<file path="src/rtl/irq_dma_pkg.sv">
package irq_dma_pkg;
  // Width of the channel index carried in the strobe struct (up to 256 channels)
  localparam int CH_IDX_W = 8;

  // Bit positions within a per-channel word; the host decodes these
  localparam int PC_INT_STS  = 0;
  localparam int PC_XFER_STS = 1;
  localparam int PC_INT_EN   = 2;
  localparam int PC_XFER_EN  = 3;
  localparam int PC_W        = 4;

  typedef enum logic [2:0] {
    TGT_NONE,
    TGT_INT_STS,
    TGT_INT_EN,
    TGT_XFER_STS,
    TGT_XFER_EN,
    TGT_CHAN
  } tgt_e;

  typedef struct packed {
    logic                wrIntSts;
    logic                wrIntEn;
    logic                wrXferSts;
    logic                wrXferEn;
    logic                wrChan;
    logic                rdStb;
    tgt_e                target;
    logic [CH_IDX_W-1:0] chanIdx;
  } ctrlStb_t;
endpackage

</file>
<file path="src/rtl/irq_dma_decode.sv">
module irq_dma_decode
  import irq_dma_pkg::*;
#(
  parameter int NUM_CH    = 32,
  parameter int ADDR_W    = 12,
  parameter int TYPE_BASE = 0,
  parameter int CHAN_BASE = 256
) (
  input  logic              busSel,
  input  logic              busWr,
  input  logic [ADDR_W-1:0] busAddr,
  output ctrlStb_t          stb
);
  localparam int WA_W = ADDR_W - 2;
  localparam logic [WA_W-1:0] WA_INT_STS  = WA_W'(TYPE_BASE / 4);
  localparam logic [WA_W-1:0] WA_INT_EN   = WA_W'(TYPE_BASE / 4 + 1);
  localparam logic [WA_W-1:0] WA_XFER_STS = WA_W'(TYPE_BASE / 4 + 2);
  localparam logic [WA_W-1:0] WA_XFER_EN  = WA_W'(TYPE_BASE / 4 + 3);
  localparam logic [WA_W-1:0] WA_CHAN_LO  = WA_W'(CHAN_BASE / 4);
  localparam logic [WA_W-1:0] WA_CHAN_HI  = WA_W'(CHAN_BASE / 4 + NUM_CH);

  logic [WA_W-1:0] wordAddr;
  logic [WA_W-1:0] chanOff;
  logic            aligned;
  tgt_e            target;
  logic            doWrite;

  assign wordAddr = busAddr[ADDR_W-1:2];
  assign aligned  = (busAddr[1:0] == 2'b00);
  assign chanOff  = wordAddr - WA_CHAN_LO;
  assign doWrite  = busSel & busWr;

  always_comb begin
    target = TGT_NONE;
    if (busSel && aligned) begin
      if (wordAddr == WA_INT_STS)       target = TGT_INT_STS;
      else if (wordAddr == WA_INT_EN)   target = TGT_INT_EN;
      else if (wordAddr == WA_XFER_STS) target = TGT_XFER_STS;
      else if (wordAddr == WA_XFER_EN)  target = TGT_XFER_EN;
      else if (wordAddr >= WA_CHAN_LO && wordAddr < WA_CHAN_HI)
                                        target = TGT_CHAN;
    end
  end

  always_comb begin
    stb           = '0;
    stb.target    = target;
    stb.chanIdx   = CH_IDX_W'(chanOff);
    stb.rdStb     = busSel & ~busWr;
    stb.wrIntSts  = doWrite && (target == TGT_INT_STS);
    stb.wrIntEn   = doWrite && (target == TGT_INT_EN);
    stb.wrXferSts = doWrite && (target == TGT_XFER_STS);
    stb.wrXferEn  = doWrite && (target == TGT_XFER_EN);
    stb.wrChan    = doWrite && (target == TGT_CHAN);
  end
endmodule

</file>
<file path="src/rtl/irq_dma_cell.sv">
module irq_dma_cell #(
  parameter bit HAS_EXT_CLR = 1'b0
) (
  input  logic clk,
  input  logic rstN,
  input  logic setPulse,
  input  logic hostClr,
  input  logic extClr,
  input  logic enWrite,
  input  logic enData,
  output logic sts,
  output logic en,
  output logic line
);
  logic clrAny;

  generate
    if (HAS_EXT_CLR) begin : g_ext
      assign clrAny = hostClr | extClr;
    end else begin : g_host
      assign clrAny = hostClr | (extClr & 1'b0);
    end
  endgenerate

  // Set has priority over every clear so no request is dropped
  always_ff @(posedge clk) begin
    if (!rstN)         sts <= 1'b0;
    else if (setPulse) sts <= 1'b1;
    else if (clrAny)   sts <= 1'b0;
  end

  always_ff @(posedge clk) begin
    if (!rstN)        en <= 1'b0;
    else if (enWrite) en <= enData;
  end

  assign line = sts & en;
endmodule

</file>
<file path="src/rtl/irq_dma_datapath.sv">
module irq_dma_datapath
  import irq_dma_pkg::*;
#(
  parameter int NUM_CH = 32,
  parameter int DATA_W = 32
) (
  input  logic              clk,
  input  logic              rstN,
  input  logic              engDisable,
  input  logic [NUM_CH-1:0] intSetPulse,
  input  logic [NUM_CH-1:0] xferSetPulse,
  input  logic [NUM_CH-1:0] dmaAck,
  input  ctrlStb_t          stb,
  input  logic [DATA_W-1:0] wdata,
  output logic [NUM_CH-1:0] intSts,
  output logic [NUM_CH-1:0] xferSts,
  output logic [NUM_CH-1:0] intLine,
  output logic [NUM_CH-1:0] xferLine,
  output logic [DATA_W-1:0] busRdata
);
  logic [NUM_CH-1:0] intEn;
  logic [NUM_CH-1:0] xferEn;
  logic [NUM_CH-1:0] setGate;
  logic [PC_W-1:0]   chanWord;
  logic [DATA_W-1:0] rdNext;

  assign setGate = {NUM_CH{~engDisable}};

  for (genvar ch = 0; ch < NUM_CH; ch++) begin : g_ch
    logic chanHit;
    logic intHostClr;
    logic xferHostClr;
    logic intEnWr;
    logic xferEnWr;
    logic intEnData;
    logic xferEnData;

    assign chanHit     = stb.wrChan && (stb.chanIdx == CH_IDX_W'(ch));
    assign intHostClr  = (stb.wrIntSts & wdata[ch]) | (chanHit & wdata[PC_INT_STS]);
    assign xferHostClr = (stb.wrXferSts & wdata[ch]) | (chanHit & wdata[PC_XFER_STS]);
    assign intEnWr     = stb.wrIntEn | chanHit;
    assign xferEnWr    = stb.wrXferEn | chanHit;
    assign intEnData   = stb.wrIntEn ? wdata[ch] : wdata[PC_INT_EN];
    assign xferEnData  = stb.wrXferEn ? wdata[ch] : wdata[PC_XFER_EN];

    irq_dma_cell #(.HAS_EXT_CLR(1'b0)) u_int (
      .clk     (clk),
      .rstN    (rstN),
      .setPulse(intSetPulse[ch] & setGate[ch]),
      .hostClr (intHostClr),
      .extClr  (1'b0),
      .enWrite (intEnWr),
      .enData  (intEnData),
      .sts     (intSts[ch]),
      .en      (intEn[ch]),
      .line    (intLine[ch])
    );

    irq_dma_cell #(.HAS_EXT_CLR(1'b1)) u_xfer (
      .clk     (clk),
      .rstN    (rstN),
      .setPulse(xferSetPulse[ch] & setGate[ch]),
      .hostClr (xferHostClr),
      .extClr  (dmaAck[ch]),
      .enWrite (xferEnWr),
      .enData  (xferEnData),
      .sts     (xferSts[ch]),
      .en      (xferEn[ch]),
      .line    (xferLine[ch])
    );
  end

  always_comb begin
    chanWord = '0;
    for (int c = 0; c < NUM_CH; c++) begin
      if (stb.chanIdx == CH_IDX_W'(c)) begin
        chanWord[PC_INT_STS]  = intSts[c];
        chanWord[PC_XFER_STS] = xferSts[c];
        chanWord[PC_INT_EN]   = intEn[c];
        chanWord[PC_XFER_EN]  = xferEn[c];
      end
    end
  end

  always_comb begin
    case (stb.target)
      TGT_INT_STS:  rdNext = DATA_W'(intSts);
      TGT_INT_EN:   rdNext = DATA_W'(intEn);
      TGT_XFER_STS: rdNext = DATA_W'(xferSts);
      TGT_XFER_EN:  rdNext = DATA_W'(xferEn);
      TGT_CHAN:     rdNext = DATA_W'(chanWord);
      default:      rdNext = '0;
    endcase
  end

  always_ff @(posedge clk) begin
    if (!rstN)          busRdata <= '0;
    else if (stb.rdStb) busRdata <= rdNext;
  end
endmodule

</file>
<file path="src/rtl/irq_dma_req_unit.sv">
module irq_dma_req_unit
  import irq_dma_pkg::*;
#(
  parameter int NUM_CH    = 32,
  parameter int ADDR_W    = 12,
  parameter int DATA_W    = 32,
  parameter int TYPE_BASE = 0,
  parameter int CHAN_BASE = 256
) (
  input  logic              clk,
  input  logic              rstN,
  input  logic              engDisable,
  input  logic [NUM_CH-1:0] intSetPulse,
  input  logic [NUM_CH-1:0] xferSetPulse,
  input  logic [NUM_CH-1:0] dmaAck,
  input  logic              busSel,
  input  logic              busWr,
  input  logic [ADDR_W-1:0] busAddr,
  input  logic [DATA_W-1:0] busWdata,
  output logic [DATA_W-1:0] busRdata,
  output logic [NUM_CH-1:0] intLine,
  output logic [NUM_CH-1:0] xferLine
);
  if (NUM_CH > DATA_W || NUM_CH > (1 << CH_IDX_W)) begin : g_bad_cfg
    $error("NUM_CH does not fit the per-type word or the channel index");
  end

  ctrlStb_t          stb;
  logic [NUM_CH-1:0] intSts;
  logic [NUM_CH-1:0] xferSts;

  irq_dma_decode #(
    .NUM_CH   (NUM_CH),
    .ADDR_W   (ADDR_W),
    .TYPE_BASE(TYPE_BASE),
    .CHAN_BASE(CHAN_BASE)
  ) u_decode (
    .busSel (busSel),
    .busWr  (busWr),
    .busAddr(busAddr),
    .stb    (stb)
  );

  irq_dma_datapath #(
    .NUM_CH(NUM_CH),
    .DATA_W(DATA_W)
  ) u_datapath (
    .clk         (clk),
    .rstN        (rstN),
    .engDisable  (engDisable),
    .intSetPulse (intSetPulse),
    .xferSetPulse(xferSetPulse),
    .dmaAck      (dmaAck),
    .stb         (stb),
    .wdata       (busWdata),
    .intSts      (intSts),
    .xferSts     (xferSts),
    .intLine     (intLine),
    .xferLine    (xferLine),
    .busRdata    (busRdata)
  );
endmodule

</file>
<file path="config.mk">
export PLATFORM = sky130hd
export DESIGN_NAME = irq_dma_req_unit
export DESIGN_NICKNAME = d
export VERILOG_FILES = /design/src/rtl/irq_dma_pkg.sv /design/src/rtl/irq_dma_decode.sv /design/src/rtl/irq_dma_cell.sv /design/src/rtl/irq_dma_datapath.sv /design/src/rtl/irq_dma_req_unit.sv
export SDC_FILE = /design/constraint.sdc
export NUM_CORES = 1
export LEC_CHECK = 0
export ABC_CLOCK_PERIOD_IN_PS = 4600
export BUFFER_PORTS_ARGS = -buffer_cell sky130_fd_sc_hd__buf_2
export CAP_MARGIN = 20
export CORE_UTILIZATION = 55
export DETAILED_ROUTE_END_ITERATION = 7
export PLACE_DENSITY_LB_ADDON = 0.1
export SETUP_SLACK_MARGIN = 0.2
export SLEW_MARGIN = 30
export SYNTH_ARGS = -nofsm -noshare
export SYNTH_HDL_FRONTEND = slang
export SYNTH_HIERARCHICAL = 1
export SYNTH_SLANG_ARGS = --single-unit
</file>
<file path="constraint.sdc">
create_clock -name clk -period 4.6 [get_ports clk]
set_clock_uncertainty 0.1 [all_clocks]
set_input_delay 1.15 -clock clk [delete_from_list [all_inputs] [get_ports clk]]
set_output_delay 1.15 -clock clk [all_outputs]
set_load 0.03 [all_outputs]
</file>
# Word level (Yosys, flattened, before mapping)
# Cells that the tools add are included.
# Widths: inputs -> output; s select.
dict set report word_totals {
  latch_bits 0
  regBits 160
  mem_bits_ro 0
  output_inout_bits 96
  mem_count 0
  ramBits 0
}
dict set report op_classes {
  mux 229
  bitwise_logic 420
  n_div 0
  shifts 0
  magnitude_cmp 2
  n_eq_ne 39
  addsub 1
  n_reduce_logical 106
  multipliers 0
}
# cell count
set ops {}
lappend ops {{$and 1x1->1} 258}
lappend ops {{$mux 1} 190}
lappend ops {{$or 1x1->1} 160}
lappend ops {{$pmux 32 s5} 1}
lappend ops {{$eq 8x5->1 const B} 16}
lappend ops {{$mux 4} 32}
lappend ops {{$reduce_bool 2->1} 64}
lappend ops {{$eq 8x4->1 const B} 8}
lappend ops {{$logic_and 1x1->1} 39}
lappend ops {{$eq 8x3->1 const B} 4}
lappend ops {{$eq 10x2->1 const B} 2}
lappend ops {{$mux 3} 6}
lappend ops {{$eq 8x2->1 const B} 2}
lappend ops {{$eq 10x1->1 const B} 1}
lappend ops {{$ge 10x7->1 const B} 1}
lappend ops {{$logic_not 10->1} 1}
lappend ops {{$lt 10x7->1 const B} 1}
lappend ops {{$eq 8x1->1 const B} 1}
lappend ops {{$logic_not 8->1} 1}
lappend ops {{$sub 8x7->8 const B} 1}
lappend ops {{$eq 3x2->1 const B} 2}
lappend ops {{$eq 3x3->1 const B} 2}
lappend ops {{$eq 3x1->1 const B} 1}
lappend ops {{$logic_not 2->1} 1}
lappend ops {{$not 1->1} 2}

# Logic depth before layout (Yosys ltp)
# Gate-level depths: netlist (run 1).
dict set report depth {
  ltp_word 35
  mapped_depth 14
  mapped_depth_nobuf 12
}

# Modules after synthesis
# Netlist (run 1), hierarchy kept.
# module area_per_inst_um2 cells_per_inst instances
set modules_own_cells {}
lappend modules_own_cells {irq_dma_datapath 5895.7 925 1}
lappend modules_own_cells {{irq_dma_cell (u_datapath.g_ch[0].u_int ...)} 85.1 7 32}
lappend modules_own_cells {{irq_dma_cell (u_datapath.g_ch[0].u_xfer ...)} 83.8 7 32}
lappend modules_own_cells {irq_dma_decode 284.0 37 1}

# Worst setup path before layout (run 1)
# No wires, ideal clock.
dict set report synth_timing {
  path_kind {input -> register}
  start {in busAddr[8]}
  end {reg u_datapath.g_ch[13].u_int.en}
  slack_ns 0.908
  arrival_time_ns 3.476
  setup_ns 0.116
  n_path_buf 3
  t_required_ns 4.384
  path_stages 13
  cell_sequence {inv_1 ha_1 nor3b_2 a32o_2 a22oi_1 nor4_1 clkbuf_1 clkbuf_1 nand2_1 clkbuf_1 o21bai_1 mux2i_1 nor2b_1}
}
# item line
set synth_lines {}
lappend synth_lines {{from (decl)} irq_dma_req_unit.sv:18} ;# input logic [ADDR_W-1:0] busAddr,
lappend synth_lines {{to (signal assigned)} irq_dma_cell.sv:34} ;# else if (enWrite) en <= enData;
lappend synth_lines {{to (decl)} irq_dma_cell.sv:12} ;# output logic en,

==> summary.txt, run 1 <==
status: finished clean
port buffer count: 240
n_diodes: 0
CTS buffer count: 17
HPWL after DPL: 29500 um
Post-CTS Setup Bufs: 0
HP Class: flip-flop to flip-flop
largest net degree at the start of global routing: 94
starting density of the core: 0.567
VDD IR-drop max: 233 uV
Static Leak: 5.49 nW
CP required: 4830 ps
Worst setup SP type: input port
Synthesis Warnings: 6
Filler cells: 1781
most frequent cells in the layout: 238 x buf_2, 200 x nand2_1, 160 x dfxtp_1, 140 x nor2b_1, 76 x mux2i_1
vias per cell: 6.27
Post-Synthesis Cells: 1409
die extent in y: 147 um
Synth Area per Inst: 8.22 sq um
fin worst setup slack: 636 ps
Worst-Skew Late Latency: 440 ps
max layer used: met5
WL met3: 4420 um
CP Class: input port to flip-flop
Arr. time, crit path: 4200 ps
P per Cell Area: 239 nW/um^2
Worst path most repeated cell: nor3b_2
core area: 20400 sq um
router iterations before antenna repair: 5
worst-margin pin slew: 898 ps
fin nets: 1768
M1 WL: 17100 um
WL per Instance: 22.0 um
normalized max-slew margin: 0.399
CP bufs+invs: 3
row count: 52
commonest non-fill, non-tap cell in the layout: buf_2
Syn Nets: 1556
Routed Antenna Nets: 0
critical path, cell by cell: buf_2, inv_1, ha_1, nor3b_2, a32o_2, a22oi_1, nor4_2, buf_4, nand2_1, nor2_1, a22o_1, nor3b_2, o21a_1
detailed-route via count: 11931
Tcrit/Tclk final: 0.862
CTS tree: built
Ports: 241
Final setup violation count: 0
DR WL met2: 18700 um
die width: 147 um
R2R depth: 6
Post-Place Worst Slack: 195 ps
Fmax: 252 MHz
WHS Path Cells: 2
initial drt markers: 1268
Multi-input gate area: 7820 sq um
antenna violations before repair: 1
Crit path depth: 13
Slew Viols, Final: 0
Critical Path Fanout Max: 16
WL final: 41900 um
total grt overflow: 0
CP delay by family, top: simple AND/OR/NAND/NOR gates
CTS Hold Bufs: 0
clock sinks: 160
total negative slack: 0 ps
Max Cap Viol: 0
CTS H-tree lvls: 4
Crit-path slowest cell: nor2_1
Reg clk slew, reported paths: 70 ps
P&R area growth vs syn: 18.4%
Post-CTS Resized: 0
vias in the first global route: 11157
RSZ-0062 raised after global routing: false
Critical Path Sink Type: flip-flop
DRC: 0
max incr delay on CP: 710 ps
GRT Total Usage: 0.381
Design Power: 3.27 mW
final hold viol count: 0
Max Root-Sink Buffers: 2
first-pass GRT wire length: 63400 um
Clock Tree Root: clkbuf_16
layout cell share with drive strength beyond 1: 0.310
min Tclk post-route: 3960 ps
mapped cell area: 11600 sq um
area of the die: 21600 sq um
Layout Utilization: 0.671
register area: 3200 sq um
Placer Congestion: 0.953
## per-stage QoR
stage	std cells	instance area (sq um)	hold slack, ps
after CTS	1904	13700	459
after detailed placement	1872	13100	448
after floorplan	1409	11600	410
after global routing	1904	13700	471
final	1904	13700	465
after global placement	1872	13100	436
## layer usage
layer	track usage	vias to the layer above
met5	0	-
met3	0.0792	140
li1	-	5406
met1	0.501	5597
met4	0.184	2
met2	0.593	786
## layout make-up
type | count | area share
multi-input combinational | 1108 | 0.570
sequential | 160 | 0.234
timing repair buffer | 293 | 0.119
clock buffer | 19 | 0.0323
tap | 270 | 0.0246
inverter | 41 | 0.0112
clock inverter | 13 | 0.00940
## path summary, 6_finish.rpt
kind,startpoint,endpoint,slack [ps]
worst min-delay path,u_datapath/g_ch[23].u_xfer/en,u_datapath/g_ch[23].u_xfer/en,470
worst max register to register,u_datapath/g_ch[3].u_int/en,u_datapath/busRdata[2],2520
worst max-delay path,busAddr[8],u_datapath/g_ch[28].u_xfer/sts,640
worst min register to register,u_datapath/g_ch[23].u_xfer/en,u_datapath/g_ch[23].u_xfer/en,470
## worst register-to-register path: cells and delay by family, from the launching register on
family	cells	cell delay (ps)
AOI/OAI and AO/OA	3	630
DFF	1	420
muxes	1	280
and+or+nand+nor	2	560
## registers in the layout, summed over array words and instances, names as in the netlist
register                    cells
u_datapath/busRdata            32
u_datapath/g_ch.u_int/en       32
u_datapath/g_ch.u_int/sts      32
u_datapath/g_ch.u_xfer/en      32
u_datapath/g_ch.u_xfer/sts     32
## power breakdown
group | leakage (nW) | switching, mW | internal, mW | total [mW]
combinational | 3.91 | 0.214 | 0.179 | 0.393
clock | 0.280 | 0.641 | 0.770 | 1.41
sequential | 1.30 | 0.0496 | 1.42 | 1.47
total | 5.49 | 0.905 | 2.37 | 3.27
(Power assumes the default switching activity.)
==> run 2: changes to the inputs <==
--- a/config.mk
+++ b/config.mk
@@ -11,9 +11,8 @@
 export CORE_UTILIZATION = 55
 export DETAILED_ROUTE_END_ITERATION = 7
 export PLACE_DENSITY_LB_ADDON = 0.1
-export SETUP_SLACK_MARGIN = 0.2
+export SETUP_SLACK_MARGIN = 0.4
 export SLEW_MARGIN = 30
 export SYNTH_ARGS = -nofsm -noshare
 export SYNTH_HDL_FRONTEND = slang
-export SYNTH_HIERARCHICAL = 1
 export SYNTH_SLANG_ARGS = --single-unit
==> summary.txt, run 2 <==
status: finished clean
Finished Layout Cells: 1698
Post-CTS Resized: 0
row count: 49
met2 Use GR: 0.639
register area share after synthesis: 0.308
Synth Area per Inst: 7.80 sq um
Placed Cells: 1666
core area: 18300 sq um
clock sinks: 160
DRC: 0
Arr. time, crit path: 3800 ps
CTS buffer count: 17
Post-Synthesis Cells: 1334
mapped cell area: 10400 sq um
critical path, cell by cell: buf_2, nor4_1, nand2_1, o22ai_4, buf_4, mux2_2, a222oi_1, a2bb2oi_1, nor2_1
total grt overflow: 0
total negative slack: 0 ps
P per Cell Area: 270 nW/um^2
fraction of registers with async set/reset: 0
fin nets: 1601
WL final: 41100 um
final hold viol count: 0
normalized max-slew margin: 0.312
Static Leak: 4.65 nW
Crit-path slowest cell: nor4_1
Max Root-Sink Buffers: 2
Clock Tree Root: clkbuf_16
most frequent cells in the layout: 240 x buf_2, 218 x nor2_1, 160 x dfxtp_1, 131 x nand2_1, 68 x and2_1
Worst-Skew Late Latency: 450 ps
Tcrit/Tclk final: 0.782
starting density of the core: 0.570
fraction of the mapped netlist area in simple logic gates: 0.214
WL per Instance: 24.2 um
Most Used Layer, Global Route: met2
post-synthesis adder-cell area fraction: 0
Post-CTS Setup Bufs: 0
Placer Congestion: 1.01
Multi-input gate area: 6180 sq um
vias in the first global route: 10505
Filler cells: 1636
area fraction in compound gates after synthesis: 0.263
Synth cell types: 64
CTS tree: built
die width: 140 um
Syn Nets: 1479
largest cells by area after synthesis: dfxtp_1 31%, nor2_1 7.9%, mux2i_1 5.9%, a32oi_1 5.2%, nand2_1 4.7%
vias per cell: 6.69
CP delay by family, top: compound AO/OA/AOI/OAI gates
met3 Usage GRT: 0.0895
max incr delay on CP: 490 ps
Reg clk slew, reported paths: 60 ps
detailed-route via count: 11366
largest family of logic cells by synthesized area: compound AO/OA/AOI/OAI gates
antenna violations before repair: 0
most frequent cells after synthesis: 220 x nor2_1, 160 x dfxtp_1, 131 x nand2_1, 91 x clkbuf_1, 68 x and2_1
RSZ-0062 raised after global routing: false
met1 Usage GRT: 0.569
Synthesis Warnings: 0
initial drt markers: 1613
Final setup violation count: 0
min Tclk post-route: 3600 ps
layout cell share with drive strength beyond 1: 0.253
largest net degree at the start of global routing: 73
area of the die: 19500 sq um
GRT Total Usage: 0.416
post-synthesis mux area share: 0.113
CP Class: input port to flip-flop
VDD IR-drop max: 247 uV
Max Cap Viol: 0
P&R area growth vs syn: 14.3%
worst-margin pin slew: 1030 ps
Synth area leader: dfxtp_1
CP required: 4810 ps
Ports: 241
router iterations before antenna repair: 7
commonest non-fill, non-tap cell in the layout: buf_2
Routed Antenna Nets: 0
Post-Synth XOR/XNOR Area: 0
Worst setup SP type: input port
EDFF count, synth: 0
Primary FF master, synth: dfxtp_1
Critical Path Fanout Max: 15
top-area cell type share of the netlist area: 0.308
Fmax: 278 MHz
HP Class: flip-flop to flip-flop
Layout Utilization: 0.651
Critical Path Sink Type: flip-flop
die extent in y: 140 um
HPWL after DPL: 29100 um
CP bufs+invs: 2
register area: 3200 sq um
port buffer count: 240
CTS Hold Bufs: 0
CTS H-tree lvls: 4
Slew Viols, Final: 0
most common cell in the netlist: nor2_1
flops & latches, synth: 160
first-pass GRT wire length: 62000 um
run 2: final timing paths:
| check | start | cells past startpoint | slack [ps] | endpoint |
|---|---|---|---|---|
| worst max-delay path | busAddr[9] | 9 | 1000 | u_datapath.busRdata[21] |
| worst min-delay path | u_datapath.busRdata[6] | 2 | 390 | u_datapath.busRdata[6] |
| worst max register to register | u_datapath.g_ch[2].u_int.sts | 7 | 2200 | u_datapath.busRdata[0] |
| worst min register to register | u_datapath.busRdata[6] | 2 | 390 | u_datapath.busRdata[6] |
run 2: per-layer routing:
| layer | up-vias | share of wire |
|---|---|---|
| met5 | - | 0 |
| met4 | 0 | 0.033 |
| met3 | 95 | 0.11 |
| met2 | 782 | 0.44 |
| met1 | 5428 | 0.42 |
| li1 | 5061 | - |
run 2: final cells by class:
cell class | instances | share of cell area
Clock buffer | 18 | 0.0361
Sequential cell | 160 | 0.269
Timing Repair Buffer | 278 | 0.127
Clock inverter | 13 | 0.0108
Tap cell | 229 | 0.0241
Multi-Input combinational cell | 959 | 0.520
Inverter | 40 | 0.0128
Antenna cell | 1 | 0.000210
run 2: kinds of logic after synthesis:
kind of cell,Yosys count
multiplexers,105
flip-flops,160
AND/OR/NAND/NOR,491
buffers and inverters,215
AO/OA/AOI/OAI,363
run 2: power by group:
| group | switching [mW] | internal [mW] | total, mW |
|---|---|---|---|
| clock | 0.653 | 0.753 | 1.41 |
| combinational | 0.212 | 0.124 | 0.336 |
| sequential | 0.0554 | 1.42 | 1.47 |
| total | 0.920 | 2.30 | 3.22 |
run 2: per-stage QoR:
stage / total power [mW] / area, sq um / setup slack [ps] / hold WS [ps]
CTS: 3.20 / 11900 / 1060 / 395
global route: 3.29 / 11900 / 866 / 416
floorplan: 1.66 / 10400 / 1320 / 375
global placement: 1.82 / 11300 / 721 / 382
finish: 3.22 / 11900 / 1000 / 395
detailed placement: 1.83 / 11300 / 613 / 381
run 2: worst register-to-register path, cell delays in order (launching register included):
cell      delay (ps)
dfxtp_1          380
mux4_2           500
nor2_1           130
a21oi_1           50
o21ai_0          300
o21ai_0          150
a221oi_1         500
a211oi_1         140
